### config.mk
export PLATFORM = sky130hd
export DESIGN_NAME = qdr_b2_ctrl
export DESIGN_NICKNAME = d
export VERILOG_FILES = /design/src/rtl/qdr_b2_pkg.sv /design/src/rtl/qdr_b2_cmd.sv /design/src/rtl/qdr_b2_rdtrack.sv /design/src/rtl/qdr_b2_capture.sv /design/src/rtl/qdr_b2_ctrl.sv
export SDC_FILE = /design/constraint.sdc
export NUM_CORES = 1
export LEC_CHECK = 0
export BUFFER_PORTS_ARGS = -buffer_cell sky130_fd_sc_hd__buf_2
export CAP_MARGIN = 10
export CORE_UTILIZATION = 25
export DETAILED_ROUTE_END_ITERATION = 12
export GPL_TIMING_DRIVEN = 0
export PLACE_DENSITY_LB_ADDON = 0.3
export SLEW_MARGIN = 20
export SYNTH_ARGS = -nofsm -noshare
export SYNTH_HDL_FRONTEND = slang
export SYNTH_SLANG_ARGS = --single-unit
### constraint.sdc
create_clock -name clk -period 2.2 [get_ports clk]
set_clock_uncertainty 0.2 [all_clocks]
set_input_delay 0.44 -clock clk [delete_from_list [all_inputs] [get_ports clk]]
set_output_delay 0.44 -clock clk [all_outputs]
set_load 0.05 [all_outputs]
### src/rtl/qdr_b2_pkg.sv
package qdr_b2_pkg;

  // fixed burst: two beats per access, no length setting
  localparam int QDR_BEATS = 2;

  function automatic int lane_count(input int data_w, input int lane_w);
    return data_w / lane_w;
  endfunction

endpackage

### src/rtl/qdr_b2_cmd.sv
module qdr_b2_cmd
  import qdr_b2_pkg::*;
#(
  parameter int ADDR_W = 20,
  parameter int DATA_W = 36,
  parameter int LANES  = 4
) (
  input  logic                                clk,
  input  logic                                rst,
  input  logic                                rd_fire_i,
  input  logic [ADDR_W-1:0]                   rd_addr_i,
  input  logic                                wr_fire_i,
  input  logic [ADDR_W-1:0]                   wr_addr_i,
  input  logic [QDR_BEATS-1:0][DATA_W-1:0]    wr_data_i,
  input  logic [QDR_BEATS-1:0][LANES-1:0]     wr_be_i,
  output logic                                mem_rd_n_o,
  output logic                                mem_wr_n_o,
  output logic [ADDR_W-1:0]                   mem_addr_rise_o,
  output logic [ADDR_W-1:0]                   mem_addr_fall_o,
  output logic [QDR_BEATS-1:0][DATA_W-1:0]    mem_d_o,
  output logic [QDR_BEATS-1:0][LANES-1:0]     mem_bw_n_o
);

  // read phase: strobe and address for the rising K edge
  always_ff @(posedge clk) begin
    if (rst) begin
      mem_rd_n_o      <= 1'b1;
      mem_addr_rise_o <= '0;
    end else begin
      mem_rd_n_o <= !rd_fire_i;
      if (rd_fire_i) mem_addr_rise_o <= rd_addr_i;
    end
  end

  // write phase: strobe and address for the falling (K#) edge
  always_ff @(posedge clk) begin
    if (rst) begin
      mem_wr_n_o      <= 1'b1;
      mem_addr_fall_o <= '0;
    end else begin
      mem_wr_n_o <= !wr_fire_i;
      if (wr_fire_i) mem_addr_fall_o <= wr_addr_i;
    end
  end

  // both beats launched in the command cycle; strobes per beat and lane
  for (genvar b = 0; b < QDR_BEATS; b++) begin : g_beat
    always_ff @(posedge clk) begin
      if (rst)            mem_d_o[b] <= '0;
      else if (wr_fire_i) mem_d_o[b] <= wr_data_i[b];
    end
    for (genvar l = 0; l < LANES; l++) begin : g_lane
      always_ff @(posedge clk) begin
        if (rst) mem_bw_n_o[b][l] <= 1'b1;
        else     mem_bw_n_o[b][l] <= !(wr_fire_i && wr_be_i[b][l]);
      end
    end
  end


  rd_addr_chk: assert property (@(posedge clk) disable iff (rst)
    rd_fire_i |=> (!mem_rd_n_o && mem_addr_rise_o == $past(rd_addr_i)));


  wr_addr_chk: assert property (@(posedge clk) disable iff (rst)
    wr_fire_i |=> (!mem_wr_n_o && mem_addr_fall_o == $past(wr_addr_i)));


  idle_mask_chk: assert property (@(posedge clk) disable iff (rst)
    mem_wr_n_o |-> (&mem_bw_n_o));


  idle_addr_chk: assert property (@(posedge clk) disable iff (rst)
    !rd_fire_i |=> $stable(mem_addr_rise_o));

endmodule

### src/rtl/qdr_b2_rdtrack.sv
module qdr_b2_rdtrack #(
  parameter int ID_W   = 4,
  parameter int RD_LAT = 2
) (
  input  logic            clk,
  input  logic            rst,
  input  logic            issue_i,
  input  logic [ID_W-1:0] issue_id_i,
  output logic            ret_valid_o,
  output logic [ID_W-1:0] ret_id_o
);

  localparam int STAGES = RD_LAT + 1;

  logic [STAGES-1:0] vld_q;
  logic [ID_W-1:0]   id_q [STAGES];

  // stage 0 is loaded in step with the read strobe register
  always_ff @(posedge clk) begin
    if (rst) vld_q[0] <= 1'b0;
    else     vld_q[0] <= issue_i;
    id_q[0] <= issue_id_i;
  end

  for (genvar k = 1; k < STAGES; k++) begin : g_stage
    always_ff @(posedge clk) begin
      if (rst) vld_q[k] <= 1'b0;
      else     vld_q[k] <= vld_q[k-1];
      id_q[k] <= id_q[k-1];
    end
  end

  assign ret_valid_o = vld_q[STAGES-1];
  assign ret_id_o    = id_q[STAGES-1];

endmodule

### src/rtl/qdr_b2_capture.sv
module qdr_b2_capture #(
  parameter int DATA_W = 36,
  parameter int ID_W   = 4
) (
  input  logic              clk,
  input  logic              rst,
  input  logic              ret_valid_i,
  input  logic [ID_W-1:0]   ret_id_i,
  input  logic [DATA_W-1:0] q0_i,
  input  logic [DATA_W-1:0] q1_i,
  output logic              rsp_valid_o,
  output logic [ID_W-1:0]   rsp_id_o,
  output logic [DATA_W-1:0] rsp_d0_o,
  output logic [DATA_W-1:0] rsp_d1_o
);

  always_ff @(posedge clk) begin
    if (rst) begin
      rsp_valid_o <= 1'b0;
      rsp_id_o    <= '0;
      rsp_d0_o    <= '0;
      rsp_d1_o    <= '0;
    end else begin
      rsp_valid_o <= ret_valid_i;
      if (ret_valid_i) begin
        rsp_id_o <= ret_id_i;
        rsp_d0_o <= q0_i;
        rsp_d1_o <= q1_i;
      end
    end
  end


  beat_capture_chk: assert property (@(posedge clk) disable iff (rst)
    ret_valid_i |=> (rsp_valid_o && rsp_d0_o == $past(q0_i) && rsp_d1_o == $past(q1_i)));

endmodule

### src/rtl/qdr_b2_ctrl.sv
module qdr_b2_ctrl
  import qdr_b2_pkg::*;
#(
  parameter int ADDR_W = 20,
  parameter int DATA_W = 36,
  parameter int BYTE_W = 9,
  parameter int ID_W   = 4,
  parameter int RD_LAT = 2
) (
  input  logic                                     clk,
  input  logic                                     rst,
  input  logic                                     rd_valid,
  output logic                                     rd_ready,
  input  logic [ADDR_W-1:0]                        rd_addr,
  input  logic [ID_W-1:0]                          rd_id,
  input  logic                                     wr_valid,
  output logic                                     wr_ready,
  input  logic [ADDR_W-1:0]                        wr_addr,
  input  logic [DATA_W-1:0]                        wr_data0,
  input  logic [DATA_W-1:0]                        wr_data1,
  input  logic [lane_count(DATA_W, BYTE_W)-1:0]    wr_be0,
  input  logic [lane_count(DATA_W, BYTE_W)-1:0]    wr_be1,
  output logic                                     rsp_valid,
  output logic [ID_W-1:0]                          rsp_id,
  output logic [DATA_W-1:0]                        rsp_data0,
  output logic [DATA_W-1:0]                        rsp_data1,
  output logic [ADDR_W-1:0]                        mem_addr_rise,
  output logic [ADDR_W-1:0]                        mem_addr_fall,
  output logic                                     mem_rd_n,
  output logic                                     mem_wr_n,
  output logic [DATA_W-1:0]                        mem_d0,
  output logic [DATA_W-1:0]                        mem_d1,
  output logic [lane_count(DATA_W, BYTE_W)-1:0]    mem_bw_n0,
  output logic [lane_count(DATA_W, BYTE_W)-1:0]    mem_bw_n1,
  input  logic [DATA_W-1:0]                        mem_q0,
  input  logic [DATA_W-1:0]                        mem_q1
);

  localparam int LANES = lane_count(DATA_W, BYTE_W);

  logic ready_q;
  logic rd_fire, wr_fire;
  logic trk_ret_valid;
  logic [ID_W-1:0] trk_ret_id;
  logic [QDR_BEATS-1:0][DATA_W-1:0] wdata, mdata;
  logic [QDR_BEATS-1:0][LANES-1:0]  wbe, mbw_n;

  // no back-pressure: one read and one write per cycle always fit
  always_ff @(posedge clk) begin
    if (rst) ready_q <= 1'b0;
    else     ready_q <= 1'b1;
  end

  assign rd_ready = ready_q;
  assign wr_ready = ready_q;
  assign rd_fire  = rd_valid && ready_q;
  assign wr_fire  = wr_valid && ready_q;

  assign wdata = {wr_data1, wr_data0};
  assign wbe   = {wr_be1, wr_be0};

  qdr_b2_cmd #(
    .ADDR_W (ADDR_W),
    .DATA_W (DATA_W),
    .LANES  (LANES)
  ) u_cmd (
    .clk             (clk),
    .rst             (rst),
    .rd_fire_i       (rd_fire),
    .rd_addr_i       (rd_addr),
    .wr_fire_i       (wr_fire),
    .wr_addr_i       (wr_addr),
    .wr_data_i       (wdata),
    .wr_be_i         (wbe),
    .mem_rd_n_o      (mem_rd_n),
    .mem_wr_n_o      (mem_wr_n),
    .mem_addr_rise_o (mem_addr_rise),
    .mem_addr_fall_o (mem_addr_fall),
    .mem_d_o         (mdata),
    .mem_bw_n_o      (mbw_n)
  );

  assign mem_d0    = mdata[0];
  assign mem_d1    = mdata[1];
  assign mem_bw_n0 = mbw_n[0];
  assign mem_bw_n1 = mbw_n[1];

  qdr_b2_rdtrack #(
    .ID_W   (ID_W),
    .RD_LAT (RD_LAT)
  ) u_track (
    .clk         (clk),
    .rst         (rst),
    .issue_i     (rd_fire),
    .issue_id_i  (rd_id),
    .ret_valid_o (trk_ret_valid),
    .ret_id_o    (trk_ret_id)
  );

  qdr_b2_capture #(
    .DATA_W (DATA_W),
    .ID_W   (ID_W)
  ) u_capture (
    .clk         (clk),
    .rst         (rst),
    .ret_valid_i (trk_ret_valid),
    .ret_id_i    (trk_ret_id),
    .q0_i        (mem_q0),
    .q1_i        (mem_q1),
    .rsp_valid_o (rsp_valid),
    .rsp_id_o    (rsp_id),
    .rsp_d0_o    (rsp_data0),
    .rsp_d1_o    (rsp_data1)
  );


  dual_issue_chk: assert property (@(posedge clk) disable iff (rst)
    (rd_fire && wr_fire) |=> (!mem_rd_n && !mem_wr_n));


  rsp_tag_chk: assert property (@(posedge clk) disable iff (rst)
    trk_ret_valid |=> (rsp_id == $past(trk_ret_id)));

endmodule

# Word level (Yosys, flattened, before mapping)
# Memories as Yosys holds them, arrays and structs flattened. A register that Yosys moved wholly into a read port is not among the register bits.
# Index checks and enable logic that the tools add are counted.
totals:
  mem_count: 1
  input_bits: 200
  word_cells: 43
  ram_bits: 12
  reg_bits: 199
  out_inout_bits: 201
mem_list:
  columns: ["name", "words", "word_bits", "rd", "rd_clocked_by_memory_dff", "wr", "line", "rtl"]
  rows:
  - ["u_track.id_q", 3, 4, 3, 1, 3, "qdr_b2_rdtrack.sv:16", "logic [ID_W-1:0] id_q [STAGES];"]
classes:
  reduce_logical: 20
  muxes: 1
op_table:
  columns: ["operator", "count"]
  rows:
  - ["$logic_and 1x1->1", 10]
  - ["$logic_not 1->1", 10]
  - ["$mux 1", 1]

# Depth between registers and ports, before layout
depth:
  ltp_word: 3
  depth_mapped: 5
  depth_no_buf: 2

# Cells and area by module
# Synthesis repeated with hierarchy kept, for this count alone.
hier_totals:
  cells_unflattened: 658
  hier_area_um2: 7425.9
modules_own_cells:
  columns: ["mod", "instances", "seq_area_each_um2", "cells_per_inst", "area_per_inst_um2"]
  rows:
  - ["qdr_b2_cmd", 1, 2442.3, 383, 4286.6]
  - ["qdr_b2_capture", 1, 1541.5, 248, 2746.4]
  - ["qdr_b2_rdtrack", 1, 300.3, 22, 349.1]
  - ["qdr_b2_ctrl", 1, 20.0, 5, 43.8]

# Worst setup path before layout
# No wires, ideal clock.
synth_timing:
  path_kind: "reg2reg"
  from: "register ready_q (netlist: rd_ready)"
  to: "register u_cmd.mem_addr_rise_o[1]"
  period_less_slack_ps: 1622
  path_buffers: 3
  setup_ps: 71
  slack_ps: 578
  stages_incl_launch_ff: 6
  t_arrival_ps: 1351
  required_time_ps: 1929
  path_cell_list: "dfxtp_1 buf_4 buf_4 buf_4 nand3_1 a21oi_1"
synth_via:
  elab_chain_len: 1
synth_lines:
  columns: ["element", "line", "rtl"]
  rows:
  - ["from (decl)", "qdr_b2_ctrl.sv:41", "logic ready_q;"]
  - ["from (signal assigned)", "qdr_b2_ctrl.sv:50", "if (rst) ready_q <= 1'b0;"]
  - ["from (signal assigned)", "qdr_b2_ctrl.sv:51", "else ready_q <= 1'b1;"]
  - ["$logic_and 1x1->1", "qdr_b2_ctrl.sv:56", "assign rd_fire = rd_valid && ready_q;"]
  - ["to (signal assigned)", "qdr_b2_cmd.sv:31", "if (rd_fire_i) mem_addr_rise_o <= rd_addr_i;"]
  - ["to (decl)", "qdr_b2_cmd.sv:18", "output logic [ADDR_W-1:0] mem_addr_rise_o,"]
# No other way between the ends.
# A chain may end at the register's enable or synchronous reset.

# Worst setup path in the final report
layout_timing:
  from: "register ready_q (netlist: rd_ready)"
  to: "output port wr_ready"
layout_lines:
  columns: ["element", "line", "rtl"]
  rows:
  - ["to (decl)", "qdr_b2_ctrl.sv:17", "output logic wr_ready,"]
# No word-level cell between the ends.

==> results.tsv <==
metric	value	unit
swShare	26.8	%
power.density_cell_area	721	mW/mm2
period_minus_slack	1.98	ns
floorplan.rows	65	
initial_utilization	25.7	%
grt_pass1_wl	45.2	mm
critical-path-slowest-cell	dfxtp_1	
end_kind	primary output	
vias	8132	
power_frac_seq	42.1	%
worst_reg2reg_setup_slack	0.59	ns
routed_wirelength	29.9	mm
min-delay-path-class	in -> reg	
dpl-instance-area	0.0107	mm2
drc_errors	0	
critPathTopFamily	flip-flops	
mostFrequentLayoutCells	buf_2, dfxtp_1, dlygate4sd3_1	
signed_area_change_from_the_synthesized_netlist_to_the_final_layout	64.5	%
achievable-frequency	0.506	GHz
firstDrtPassIters	4	
power.net_switching	0.00260	W
total_power	0.00970	W
critical_path_required	1.56	ns
timing_max_transition_violations_final	0	
setup.worst_path.start_class	flip-flop	
grt_usage	17.1	%
worst_hold_startpoint	wr_data0[31]	
critical_path.reg2reg.startpoint	rd_ready$_DFF_P_	
postSynthAreaPerCell	10.2	um2
clock_tree.buffer_depth	3	
yosysWarnings	0	
vias_per_cell	4.34	
detail-route-antenna-nets	0	
worstPathBufferInverterCount	2	
arrival	1.34	ns
io_buffers	398	
grt_setup_unrepaired	false	
fin_tns_setup	0	ns
ff2ff_path_depth	5	
power_frac_comb	15.9	%
critical_path.max_fanout	4	
critical_path.cell_chain	buf_4, buf_2	
outcome	finished clean	
ys_seq_area_share	52.6	%
wl_per_cell	16.0	um
grt_start_max_net_pins	13	
post_route_cells_drive_above_1_share	38.3	%
report.final.setup_viol	0	
design_area_final	0.0135	mm2
max_cap_violations	0	
postCtsHoldBufs	193	
floorplan.io_pins	401	
worst_setup_hold_path_clk_slew	0.06	ns
timing.setup.critical_path_class	reg -> out	
cts.htree.levels	1	
worst_hold_path.num_cells	3	
floorplan.core_area	0.0319	mm2
grt_antenna_before_repair	1	
dieWidth	183	um
synth.cell_area	0.00818	mm2
cts_buffers	25	
synthDistinctLibCells	19	
synth_cells	802	
irDropWorstVdd	0.495	mV
design.final.nets	1620	
leakagePower	6.08	nW
first_global_vias	8335	
synth.net_count	1002	
timing_worst_slew_pin_value	0.598	ns
post_cts_resize_count	0	
finalCritPeriodShare	89.9	%
overflow	0	
globalplace.congestion	0.771	
internal_power	0.00710	W
die-area	0.0334	mm2
clock-sinks	215	
latest_clock_arrival_within_the_worst_skew_pair	0.52	ns
final_util	42.2	%
cts_tree	done	
filler_cell_count	3151	
worst_slew_margin_rel	60.1	%
share_clk_of_total_power	42.1	%
ys_seq_elements	215	
height_of_the_chip	183	um
min_to	u_cmd.mem_d_o[31]$_SDFFE_PP0P_	
critical_path.max_stage_delay	0.43	ns
crit-reg2reg-capture	u_cmd.mem_addr_rise_o[8]$_SDFFE_PP0P_	
detail_route.iter0.violations	203	
post-cts-setup-buffer-count	0	
hpwlAfterDp	20.8	mm
mostFrequentLayoutCell	buf_2	
clockRootBuffer	clkbuf_16	
preCtsSetupSlack	0.368	ns
final_hold_viol_count	0	
fin_worst_setup_slack	0.223	ns
[layer usage]
metal,track usage [%],part of all wire [%]
met1,19.0,40
met2,30.9,49
met3,5.10,8.0
met4,5.53,3.1
met5,0,0
[through the flow]
step	hold WS [ns]	cells
floorplan	0.110	802
global placement	0.113	1635
detailed placement	0.113	1635
CTS	0.00493	1872
global route	0.0173	1873
finish	0.0166	1873
[flip-flops by register name (all words and copies together) (netlist names)]
| name | count |
|---|---|
| rd_ready | 1 |
| u_capture.rsp_d0_o | 36 |
| u_capture.rsp_d1_o | 36 |
| u_capture.rsp_id_o | 4 |
| u_capture.rsp_valid_o | 1 |
| u_cmd.mem_addr_fall_o | 20 |
| u_cmd.mem_addr_rise_o | 20 |
| u_cmd.mem_bw_n_o | 8 |
| u_cmd.mem_d_o | 72 |
| u_cmd.mem_rd_n_o | 1 |
| u_cmd.mem_wr_n_o | 1 |
| u_track.id_q | 12 |
| u_track.ret_valid_o | 1 |
| u_track.vld_q | 2 |
[cell type report]
class                   instances  area, um2  share of cell area [%]
clock buffers                  38        744                    5.53
clock inverters                 6       62.6                   0.465
well taps                     435        544                    4.05
multi-input cells             502       3360                    24.9
plain buffers                  83        509                    3.78
flip-flops and latches        215       4300                    32.0
inverters                       2       7.51                  0.0558
repair buffers                591       3920                    29.2
diodes                          1       2.50                  0.0186
[synth_stat cells (all sizes together)]
cell,n,share of area (%)
nand3,113,6.9
buf,64,5.3
nor2b,3,0.23
inv,2,0.092
and3b,1,0.11
clkbuf,19,0.89
dfxtp,215,53
nor2,76,3.5
and3,1,0.077
nand2,8,0.37
mux2i,76,9.3
a21oi,112,6.9
a21bo,112,14
[worst max path at each step]
stage	cells after the start	endpoint	slack, ns	from
3_5_place_dp	4	u_capture.rsp_d1_o[5]$_SDFFE_PP0P_	0.37	rst
4_1_cts	2	wr_ready	0.17	rd_ready$_DFF_P_
5_1_grt	2	wr_ready	0.16	rd_ready$_DFF_P_
2_1_floorplan	5	u_cmd.mem_addr_rise_o[1]$_SDFFE_PP0P_	0.58	rd_ready$_DFF_P_
3_3_place_gp	4	u_capture.rsp_d1_o[0]$_SDFFE_PP0P_	0.38	rst
6_report	2	wr_ready	0.22	rd_ready$_DFF_P_
[worst reg2reg max path, stage by stage, from the launching register on]
cell     delay (ns)
dfxtp_1        0.43
buf_4          0.24
buf_4          0.23
buf_4          0.21
nand3_1        0.08
a21oi_1        0.15
[cell families (layout without fill, tap and decap cells)]
logic type             after synthesis  count (layout)  share of synthesized area, %
DFF                                215             215                          52.6
buffers and inverters               85             720                          6.32
AOI/OAI and AO/OA                  224             224                          20.6
other                                0               1                             0
muxes                               76              76                          9.30
and+or+nand+nor                    202             202                          11.2
[power groups by stage]
stage | Combinational (W) | Clock, W | Sequential [W]
after global routing | 0.00164 | 0.00438 | 0.00410
final | 0.00154 | 0.00408 | 0.00408
after global placement | 0.00126 | 0 | 0.00416
after floorplan | 0.000412 | 0 | 0.00457
after CTS | 0.00154 | 0.00421 | 0.00408
after detailed placement | 0.00126 | 0 | 0.00417
Power figures use the tool's default switching activity.
